$ cat src/rtl/arb_pkg.sv
package arb_pkg;

  typedef enum logic [1:0] {
    PRI_ALT = 2'd0,
    PRI_RD  = 2'd1,
    PRI_WR  = 2'd2
  } pri_mode_e;

  typedef enum logic [1:0] {
    DIR_NONE = 2'd0,
    DIR_RD   = 2'd1,
    DIR_WR   = 2'd2
  } dir_e;

  // Equal priority bits mean turn-taking.
  function automatic pri_mode_e decode_mode(input logic rp, input logic wp);
    if (rp == wp) return PRI_ALT;
    return rp ? PRI_RD : PRI_WR;
  endfunction

  function automatic dir_e pick_dir(input logic rq, input logic wq,
                                    input pri_mode_e m, input logic turn_wr);
    if (!rq && !wq) return DIR_NONE;
    if (rq && !wq)  return DIR_RD;
    if (wq && !rq)  return DIR_WR;
    case (m)
      PRI_RD:  return DIR_RD;
      PRI_WR:  return DIR_WR;
      default: return turn_wr ? DIR_WR : DIR_RD;
    endcase
  endfunction

endpackage

$ cat src/rtl/arb_pick.sv
module arb_pick
  import arb_pkg::*;
(
  input  logic rd_req,
  input  logic wr_req,
  input  logic rd_pri,
  input  logic wr_pri,
  input  logic turn_wr,
  output dir_e want
);
  pri_mode_e mode;

  always_comb begin
    mode = decode_mode(rd_pri, wr_pri);
    want = pick_dir(rd_req, wr_req, mode, turn_wr);
  end
endmodule

$ cat src/rtl/arb_turn_reg.sv
module arb_turn_reg
  import arb_pkg::*;
(
  input  logic clk,
  input  logic rst_n,
  input  logic issue_ev,
  input  dir_e issued,
  output logic turn_wr
);
  // Preference flips to the direction that was not just granted.
  always_ff @(posedge clk) begin
    if (!rst_n)        turn_wr <= 1'b0;
    else if (issue_ev) turn_wr <= (issued == DIR_RD);
  end
endmodule

$ cat src/rtl/arb_grant_fsm.sv
module arb_grant_fsm
  import arb_pkg::*;
(
  input  logic clk,
  input  logic rst_n,
  input  logic bus_busy,
  input  logic xfer_done,
  input  dir_e want,
  output logic issue_ev,
  output logic release_ev,
  output logic rd_grant,
  output logic wr_grant
);
  logic idle;

  always_comb begin
    idle       = !rd_grant && !wr_grant;
    issue_ev   = idle && !bus_busy && (want != DIR_NONE);
    release_ev = !idle && xfer_done;
  end

  // The grant flops are the only state: both low means idle.
  always_ff @(posedge clk) begin
    if (!rst_n) begin
      rd_grant <= 1'b0;
      wr_grant <= 1'b0;
    end else if (issue_ev) begin
      rd_grant <= (want == DIR_RD);
      wr_grant <= (want == DIR_WR);
    end else if (release_ev) begin
      rd_grant <= 1'b0;
      wr_grant <= 1'b0;
    end
  end
endmodule

$ cat src/rtl/rw_master_arbiter.sv
module rw_master_arbiter
  import arb_pkg::*;
(
  input  logic clk,
  input  logic rst_n,
  input  logic rd_req,
  input  logic wr_req,
  input  logic rd_pri,
  input  logic wr_pri,
  input  logic bus_busy,
  input  logic xfer_done,
  output logic rd_grant,
  output logic wr_grant
);
  dir_e want;
  logic turn_wr;
  logic issue_ev;
  logic release_ev;

  arb_pick u_pick (
    .rd_req  (rd_req),
    .wr_req  (wr_req),
    .rd_pri  (rd_pri),
    .wr_pri  (wr_pri),
    .turn_wr (turn_wr),
    .want    (want)
  );

  arb_turn_reg u_turn (
    .clk      (clk),
    .rst_n    (rst_n),
    .issue_ev (issue_ev),
    .issued   (want),
    .turn_wr  (turn_wr)
  );

  arb_grant_fsm u_fsm (
    .clk        (clk),
    .rst_n      (rst_n),
    .bus_busy   (bus_busy),
    .xfer_done  (xfer_done),
    .want       (want),
    .issue_ev   (issue_ev),
    .release_ev (release_ev),
    .rd_grant   (rd_grant),
    .wr_grant   (wr_grant)
  );
endmodule

$ cat config.mk
export PLATFORM = sky130hd
export DESIGN_NAME = rw_master_arbiter
export DESIGN_NICKNAME = d
export VERILOG_FILES = /design/src/rtl/arb_pkg.sv /design/src/rtl/arb_pick.sv /design/src/rtl/arb_turn_reg.sv /design/src/rtl/arb_grant_fsm.sv /design/src/rtl/rw_master_arbiter.sv
export SDC_FILE = /design/constraint.sdc
export NUM_CORES = 1
export LEC_CHECK = 0
export BUFFER_PORTS_ARGS = -buffer_cell sky130_fd_sc_hd__buf_2
export CORE_AREA = 4 4 41 43
export CTS_BUF_LIST = sky130_fd_sc_hd__clkbuf_4
export CTS_CLUSTER_DIAMETER = 60
export CTS_CLUSTER_SIZE = 40
export DETAILED_ROUTE_END_ITERATION = 16
export DIE_AREA = 0 0 45 47
export PLACE_DENSITY_LB_ADDON = 0.25
export SYNTH_ARGS = -nofsm -noshare
export SYNTH_HDL_FRONTEND = slang
export SYNTH_SLANG_ARGS = --single-unit
$ cat constraint.sdc
create_clock -name clk -period 0.9 [get_ports clk]
set_input_delay 0.18 -clock clk [delete_from_list [all_inputs] [get_ports clk]]
set_output_delay 0.18 -clock clk [all_outputs]
set_load 0.01 [all_outputs]
## After elaboration in Yosys (flattened, before gate mapping)

Index checks and enable logic that the tools add are counted.

| operators by class | value |
|---|---|
| multiplexer cells | 21 |
| reduce and logical (&&, ||, !) cells | 15 |
| eq/ne operators | 5 |

Operator list:

| kind | number |
|---|---|
| two-way mux 2 bit | 10 |
| two-way mux 1 bit | 10 |
| logical AND 1 bit | 7 |
| logical NOT 1 bit | 6 |
| equality test 2 x 1 -> 1 bit, second input constant | 2 |
| equality test 2 bit, second input constant | 2 |
| case mux 2 bit (2 select lines) | 1 |
| nonzero test 2 bit | 2 |
| equality test 1 bit | 1 |

| storage, ports and cells | value |
|---|---|
| output and inout bits | 2 |
| register bits | 3 |
| input bits | 8 |
| logic and storage cells | 44 |

## Depth between registers and ports, before layout

Gate-level depths: netlist (run 1).

| logic depth | value |
|---|---|
| depth in word-level cells | 12 |
| depth in mapped cells | 3 |
| mapped depth without buffers | 3 |

## By module

Synthesis (run 1) repeated with hierarchy kept, for this count alone.

| second synthesis, totals | value |
|---|---|
| cells, all modules | 23 |
| area total of the unflattened synthesis | 209.0 µm² |

Modules (own cells, without submodules):

| module | seq. area each (µm²) | times used | area each (µm²) | cells an instance |
|---|---|---|---|---|
| arb_grant_fsm | 40.0 | 1 | 113.9 | 12 |
| arb_pick | 0.0 | 1 | 55.1 | 7 |
| arb_turn_reg | 20.0 | 1 | 40.0 | 4 |

## Worst setup path before layout (run 1)

No wires, ideal clock.

| timing path | value |
|---|---|
| path kind | register to register |
| from | register u_fsm.wr_grant |
| to | register u_turn.turn_wr |
| path slack | -0.128 ns |
| buffers on the path | 0 |
| library setup time | 0.120 ns |
| arrival time | 0.908 ns |
| stages on the path, launching flop included | 4 |
| data required time | 0.780 ns |
| cells stage by stage | dfxtp_1 nor4b_2 a2bb2oi_1 o21ai_1 |

| on the way | value |
|---|---|
| longest elaborated chain between the ends | 4 |

RTL lines:

| item | RTL line | text |
|---|---|---|
| start, declared | arb_grant_fsm.sv:12 | `output logic wr_grant` |
| start signal, assigned | arb_grant_fsm.sv:29 | `wr_grant <= (want == DIR_WR);` |
| logical NOT 1 bit | arb_grant_fsm.sv:17 | `idle = !rd_grant && !wr_grant;` |
| logical AND 1 bit | arb_grant_fsm.sv:17 |  |
| logical AND 1 bit (2 in a row) | arb_grant_fsm.sv:18 | `issue_ev = idle && !bus_busy && (want != DIR_NONE);` |
| end signal, assigned | arb_turn_reg.sv:13 | `else if (issue_ev) turn_wr <= (issued == DIR_RD);` |
| end, declared | arb_turn_reg.sv:8 | `output logic turn_wr` |

Every way passes these cells.
A chain may end at the register's enable or synchronous reset.

## Worst setup path after layout (run 1)

| timing path | value |
|---|---|
| from | register u_fsm.rd_grant |
| to | output port rd_grant |

RTL lines:

| item | RTL line | text |
|---|---|---|
| start, declared | arb_grant_fsm.sv:11 | `output logic rd_grant,` |
| start signal, assigned | arb_grant_fsm.sv:28 | `rd_grant <= (want == DIR_RD);` |
| end, declared | rw_master_arbiter.sv:12 | `output logic rd_grant,` |

No word-level cell between the ends.

==> results.md, run 1 <==
- Status: finished with violations
- Failing checks: setup timing
- CP Data Arrival Time: 0.84 ns
- PwrDens: around 1500 nW/um2
- CP Capture Type: output port
- Cell taking the most area after synthesis: dfxtp_1
- Routed WL: 558 um
- Area growth syn-to-layout: 78.95%
- Unique masters post-synth: 13
- First-pass GRT wire length: 917 um
- Setup tns final: -0.3700 ns
- DR vias: 192
- Avg Cell Area, Syn: approximately 10 um2
- Hold Path Depth: 2
- Worst Skew: 0.0008096 ns
- Clk root buf: clkbuf_4
- Largest net degree at the start of global routing: 6
- RR Endpoint: u_turn.turn_wr$_SDFFE_PN0P_
- Std-Cell Rows: 13
- Cell count of the worst reg-to-reg path: 3
- Number of global-route vias before repair: 230
- Routability cong.: 0.7339
- Initial antenna violation count: 0
- RSZ-0062 raised after global routing: yes
- First DRT Iteration DRCs: 7
- Port bufs: 9
- Synth top area share: 31.58%
- Final worst setup slack: -0.1201 ns
- Clk slew on worst S/H paths: 0.04 ns
- Gr usage total: 6.393%
- Clock power frac: approximately half
- Comb pwr share: 19.8%
- Layout cell share with drive strength beyond 1: between 60% and 70%
- Sw Ratio: between 20% and 30%
- Latest clock arrival within the worst-skew pair: 0.23 ns
- # diodes: 0
- CTS Sinks: 3
- Required time of the worst setup path: 0.72 ns
- Maximum clock rate: 980.3 MHz
- Initial core utilization: 14.62%
- R2r startpoint: u_fsm.rd_grant$_SDFFE_PN0P_
- Worst slew pin tran: 0.2718 ns
- CTS tree: built
- Net Sw Power: 121.6 uW
- Final setup violation count: 4
- CTS Buffer Depth: 2
- Vias per cell: around 3.9
- Net Count, Synth: 27
- Hold Buf Count CTS: 0
- Setup crit start kind: flip-flop
- Commonest non-fill, non-tap cells in the layout: buf_2, clkbuf_4, nor2b_1
- Relative slew slack: roughly 82%
- Die Height: 47 um
- GRT overflow: 0
- Flop pwr share: between 20% and 30%
- Multi-input gate area: 147.6 um2
- Post-Synthesis Cells: 19
- Hold Crit Endpoint: u_fsm.wr_grant$_SDFFE_PN0P_
- Critical path type: flip-flop to output port
- R2r setup slk: -0.11 ns
- Hold WC Path Type: primary input to flip-flop
- Fin nets: 43
- Final ANT Viol Nets: 0
- First-pass detailed-route iteration total: 2
- Final hold violations: 0
- DP Worst Slack: -0.1051 ns
- Die Area: 2115 um2
- Seq/Total Area, Yosys: 31.58%
- H-tree depth: 1
- Lkg Pwr: 0.1488 nW
- Post-layout minimum cycle time: 1.020 ns
- Synth area leaders: dfxtp_1, nor4b_4, nor2b_1, nor4b_2, maj3_2
- Most common cell after layout, fill and taps aside: buf_2
- Maximum fanout along the worst path: 3
- Crit path from: u_fsm.rd_grant$_SDFFE_PN0P_
- IO Pins: 10
- Maxcap violations: 0
- VDD IR-drop max: 0.4705 mV
- Post-layout util: 26.15%
- Sequential cell area: 67.56 um2
- Final period util: 113.3%
- Fill count: 150
- Register bit total from synthesis: 3
- TritonCTS Buffers: 3
- Internal Pwr Total: 400.9 uW
- Fin. max-slew vios: 0
- # DRC: 0
- Die X: 45 um
- Avg WL per Cell: 11.39 um
- Ys Warns: 0
- Worst hold path startpoint: rst_n
- Core area: 1301 um2
- Post-Synthesis Cell Area: about 190 um2
==> timing repair <==
action,4_1_cts,5_1_grt
gates resized for setup,1,2
buffers inserted,0,2
setup endpoints to repair,5,5
gates cloned,0,0
pin swaps,0,2
==> layer usage <==
metal	share of wire, %	vias to the layer above	global-route usage [%]	wire [um]
li1	-	99	-	-
met4	0	0	5.263	0
met3	6.8	0	4.215	38
met2	46	7	8.757	255
met1	47	86	6.803	263
met5	0	-	0	0
==> cell usage after synthesis <==
library cell	number
maj3_2	1
nor2b_2	1
dfxtp_1	3
nor4b_4	1
o221a_1	1
o21ai_1	2
nand2_1	2
nand2b_1	1
nor4b_2	1
inv_1	1
nor2b_1	3
a2bb2oi_1	1
a21oi_1	1
==> logic make-up after synthesis <==
kind of cell	count (synthesis)	share of synthesized area [%]
compound gates	5	18.42
buf+inv	1	1.972
flops	3	31.58
simple gates	9	42.11
fa+ha+maj	1	5.921
==> state kept, by name (all words and copies together), names as in the netlist <==
name / cells
u_fsm.rd_grant: 1
u_turn.turn_wr: 1
u_fsm.wr_grant: 1
==> worst max-delay path by stage <==
stage / slack, ns / to / cells past startpoint
2_1_floorplan: -0.05 / u_turn.turn_wr$_SDFFE_PN0P_ / 3
3_3_place_gp: -0.06 / u_turn.turn_wr$_SDFFE_PN0P_ / 3
3_5_place_dp: -0.11 / u_turn.turn_wr$_SDFFE_PN0P_ / 3
4_1_cts: -0.11 / u_turn.turn_wr$_SDFFE_PN0P_ / 3
5_1_grt: -0.15 / u_turn.turn_wr$_SDFFE_PN0P_ / 3
6_report: -0.12 / rd_grant / 2
==> power groups by stage <==
stage,Clock (mW),Sequential [mW],Combinational (mW)
detailed placement,0,0.157,0.0818
global route,0.288,0.156,0.111
CTS,0.280,0.155,0.0849
finish,0.264,0.155,0.103
global placement,0,0.156,0.0806
floorplan,0,0.157,0.0454
==> area by class of cell <==
type / count / area share, %
Tap cell: 15 / 5.515
Timing Repair Buffer: 11 / 21.32
Sequential cell: 3 / 19.85
Multi-Input combinational cell: 15 / 43.38
Inverter: 1 / 1.103
Clock buffer: 4 / 8.824
==> critical path, cell delays in order, from the launching register on <==
cell and delay, ns:
dfxtp_4 0.36, buf_4 0.14, buf_6 0.11
==> metrics by stage <==
| stage | power [mW] | hold slack (ns) | std cells | area, um2 |
|---|---|---|---|---|
| finish | 0.5225 | 0.2196 | 49 | 340.3 |
| global route | 0.5548 | 0.2263 | 49 | 340.3 |
| CTS | 0.5201 | 0.2102 | 47 | 311.5 |
| detailed placement | 0.2385 | 0.4598 | 43 | 275.3 |
| global placement | 0.2364 | 0.4561 | 43 | 275.3 |
| floorplan | 0.2021 | 0.3115 | 19 | 211.5 |
Note: power is estimated with default switching activity, not from simulation.
==> run 2: changes to the inputs <==
==> constraint.sdc (replaced) <==
create_clock -name clk -period 1 [get_ports clk]
set_input_delay 0.2 -clock clk [delete_from_list [all_inputs] [get_ports clk]]
set_output_delay 0.2 -clock clk [all_outputs]
set_load 0.01 [all_outputs]
==> run 2 against run 1 <==
The flow still finishes with violations (setup timing). Clock skew hardly changed. Cell count is 4.1% lower. Via count is 3.1% lower. Die area stayed put. Register-to-register slack better by 0.10 ns. Global-route usage is 0.48 points lower. Clock-buffer cell count stayed put. Sequential share of layout area is 1.3 points higher. Critical path depth is 1 higher.
==> results.md, run 2 (same netlist as run 1, synthesis figures left out) <==
- Commonest non-fill, non-tap cells in the layout: buf_2, clkbuf_4, nor2b_1 (unchanged)
- First-pass GRT wire length: 848 um (was 917 um)
- Initial core utilization: 14.62% (unchanged)
- Worst slew pin tran: 0.2670 ns (was 0.2718 ns)
- TritonCTS Buffers: 3 (unchanged)
- Maximum fanout along the worst path: 4 (was 3)
- Internal Pwr Total: 348.2 uW (was 400.9 uW)
- # diodes: 0 (unchanged)
- Final worst setup slack: -0.006778 ns (was -0.1201 ns)
- Clock power frac: 52.7% (was 50.5%)
- Met1 Resource Use GR: 5.430% (was 6.803%)
- Maxcap violations: 0 (unchanged)
- Critical path type: flip-flop to flip-flop (was flip-flop to output port)
- Required time of the worst setup path: 1.12 ns (was 0.72 ns)
- Avg WL per Cell: 11.43 um (was 11.39 um)
- Post-layout minimum cycle time: around 1 ns
- CTS tree: built (unchanged)
- Most common cell after layout, fill and taps aside: buf_2 (unchanged)
- Die Area: 2115 um2 (unchanged)
- Multi-input gate area: 135.1 um2 (was 147.6 um2)
- Status: finished with violations (unchanged)
- Failing checks: setup timing (unchanged)
- Hold Buf Count CTS: 0 (unchanged)
- Worst-path cell chain: nor4b_4 > a2bb2oi_1 > o21ai_1 (was buf_4 > buf_6)
- Clk slew on worst S/H paths: 0.04 ns (about the same)
- Core area: 1301 um2 (unchanged)
- WP buf/inv: 0 (was 2)
- CP Capture Type: flip-flop (was output port)
- Maximum clock rate: ~990 MHz
- Hold WC Path Type: primary input to flip-flop (unchanged)
- HPWL after DPL: 409.1 um
- Final ANT Viol Nets: 0 (unchanged)
- # DRC: 0 (unchanged)
- Setup crit start kind: flip-flop (unchanged)
- First DRT Iteration DRCs: 2 (was 7)
- Final setup violation count: 1 (was 4)
- First-pass detailed-route iteration total: 2 (unchanged)
- Slowest CP cell: dfxtp_2 (was dfxtp_4)
- GRT met2 Usage: 10.17% (was 8.757%)
- Final hold violations: 0 (unchanged)
- Sw Ratio: 23.06% (was 23.27%)
- Latest clock arrival within the worst-skew pair: 0.23 ns (about the same)
- RSZ-0062 raised after global routing: yes (unchanged)
- Die Height: 47 um (unchanged)
- Number of global-route vias before repair: 197 (was 230)
- Fin. max-slew vios: 0 (unchanged)
- IO Pins: 10 (unchanged)
- CP Data Arrival Time: 1.12 ns (was 0.84 ns)
- Flop pwr share: 31.2% (was 29.7%)
- Port bufs: 9 (unchanged)
- DR vias: 186 (was 192)
- Clk root buf: clkbuf_4 (unchanged)
- Vias per cell: 3.957 (was 3.918)
- Leading registers by flop count: u_fsm.rd_grant x1, u_fsm.wr_grant x1, u_turn.turn_wr x1 (unchanged)
- Comb pwr share: 16.1% (was 19.8%)
- Met3 Use GR: 1.149% (was 4.215%)
- Sequential cell area: 62.56 um2 (was 67.56 um2)
- Gr usage total: 5.915% (was 6.393%)
- Initial antenna violation count: 0 (unchanged)
- Final period util: 100.7%
- GRT overflow: 0 (unchanged)
- Routability cong.: 0.7330 (was 0.7339)
- Lkg Pwr: 0.1339 nW (was 0.1488 nW)
- Area growth syn-to-layout: 55.26% (was 78.95%)
- Fin nets: 41 (was 43)
- PwrDens: 1532 nW/um2 (was 1535 nW/um2)
- Grt peak-use layer: met2 (unchanged)
- Worst Skew: 0.0008827 ns (was 0.0008096 ns)
- Die X: 45 um (unchanged)
- Setup tns final: -0.006778 ns (was -0.3700 ns)
- Largest net degree at the start of global routing: 6 (unchanged)
- Routed WL: 537 um (was 558 um)
- Layout cell share with drive strength beyond 1: 59.38% (was 64.71%)
- Relative slew slack: 82.13% (was 81.80%)
- CTS Buffer Depth: 2 (unchanged)
- Fill count: 153 (was 150)
- Net Sw Power: 104.3 uW (was 121.6 uW)
- VDD IR-drop max: 0.5326 mV (was 0.4705 mV)
- Post-layout util: 22.69% (was 26.15%)
- Worst stage delay on the critical path: 0.34 ns (was 0.36 ns)
- H-tree depth: 1 (unchanged)
- DP Worst Slack: -0.06817 ns (was -0.1051 ns)
- Std-Cell Rows: 13 (unchanged)
- CTS Sinks: 3 (unchanged)
- Crit path max-delay family: flip-flops (unchanged)
==> run 2: cell count changes in the layout (fill, tap and decap cells not counted), sizes merged <==
cell,change
buf,-2
==> run 2: timing repair <==
| item | in CTS | in global routing |
|---|---|---|
| endpoints found under the hold margin | 0 | 0 |
| pin swaps | 1 | 2 |
| setup buffers | 0 | 0 |
| endpoints found under the setup margin | 4 | 4 |
| resized for setup | 2 | 0 |
| cloned | 0 | 0 |
==> run 2: per-layer routing <==
layer  vias to the layer above  share of wire [%]
met5                         -                  0
met4                         0                  0
met3                         0                3.4
met2                         3                 60
met1                        89                 36
li1                         94                  -
==> run 2: worst min-delay path, cell delays in order <==
cell	delay, ns
buf_2	0.12
nand2_1	0.06
o21ai_1	0.05
==> run 2: power groups by stage <==
stage                     clock network, mW  registers (mW)  logic [mW]
after floorplan                           0           0.142      0.0366
after global placement                    0           0.140      0.0673
after detailed placement                  0           0.141      0.0680
after CTS                             0.255           0.141      0.0721
after global routing                  0.259           0.142      0.0789
final                                 0.238           0.141      0.0727
==> run 2: final timing paths <==
| kind | start | endpoint | slack, ns | cells past startpoint |
|---|---|---|---|---|
| hold / removal | rst_n | u_turn.turn_wr$_SDFFE_PN0P_ | 0.25 | 3 |
| setup reg to reg | u_fsm.rd_grant$_SDFFE_PN0P_ | u_turn.turn_wr$_SDFFE_PN0P_ | -0.007 | 3 |
| setup / recovery | u_fsm.rd_grant$_SDFFE_PN0P_ | u_turn.turn_wr$_SDFFE_PN0P_ | -0.007 | 3 |
| hold reg to reg | u_fsm.rd_grant$_SDFFE_PN0P_ | u_turn.turn_wr$_SDFFE_PN0P_ | 0.61 | 3 |
==> run 2: final cells by class <==
cell class	instances	area share (%)
flip-flops and latches	3	21.19
clock buffers	4	10.17
multi-input cells	15	45.76
well taps	15	6.356
inverters	1	1.271
repair buffers	9	15.25
==> run 2: through the flow <==
step	hold WS, ns	power (mW)	cell area (um2)	instances
CTS	0.2372	0.4684	295.3	47
detailed placement	0.4899	0.2092	255.2	43
global placement	0.4874	0.2077	255.2	43
global route	0.2542	0.4804	295.3	47
finish	0.2486	0.4525	295.3	47
floorplan	0.3326	0.1787	191.4	19
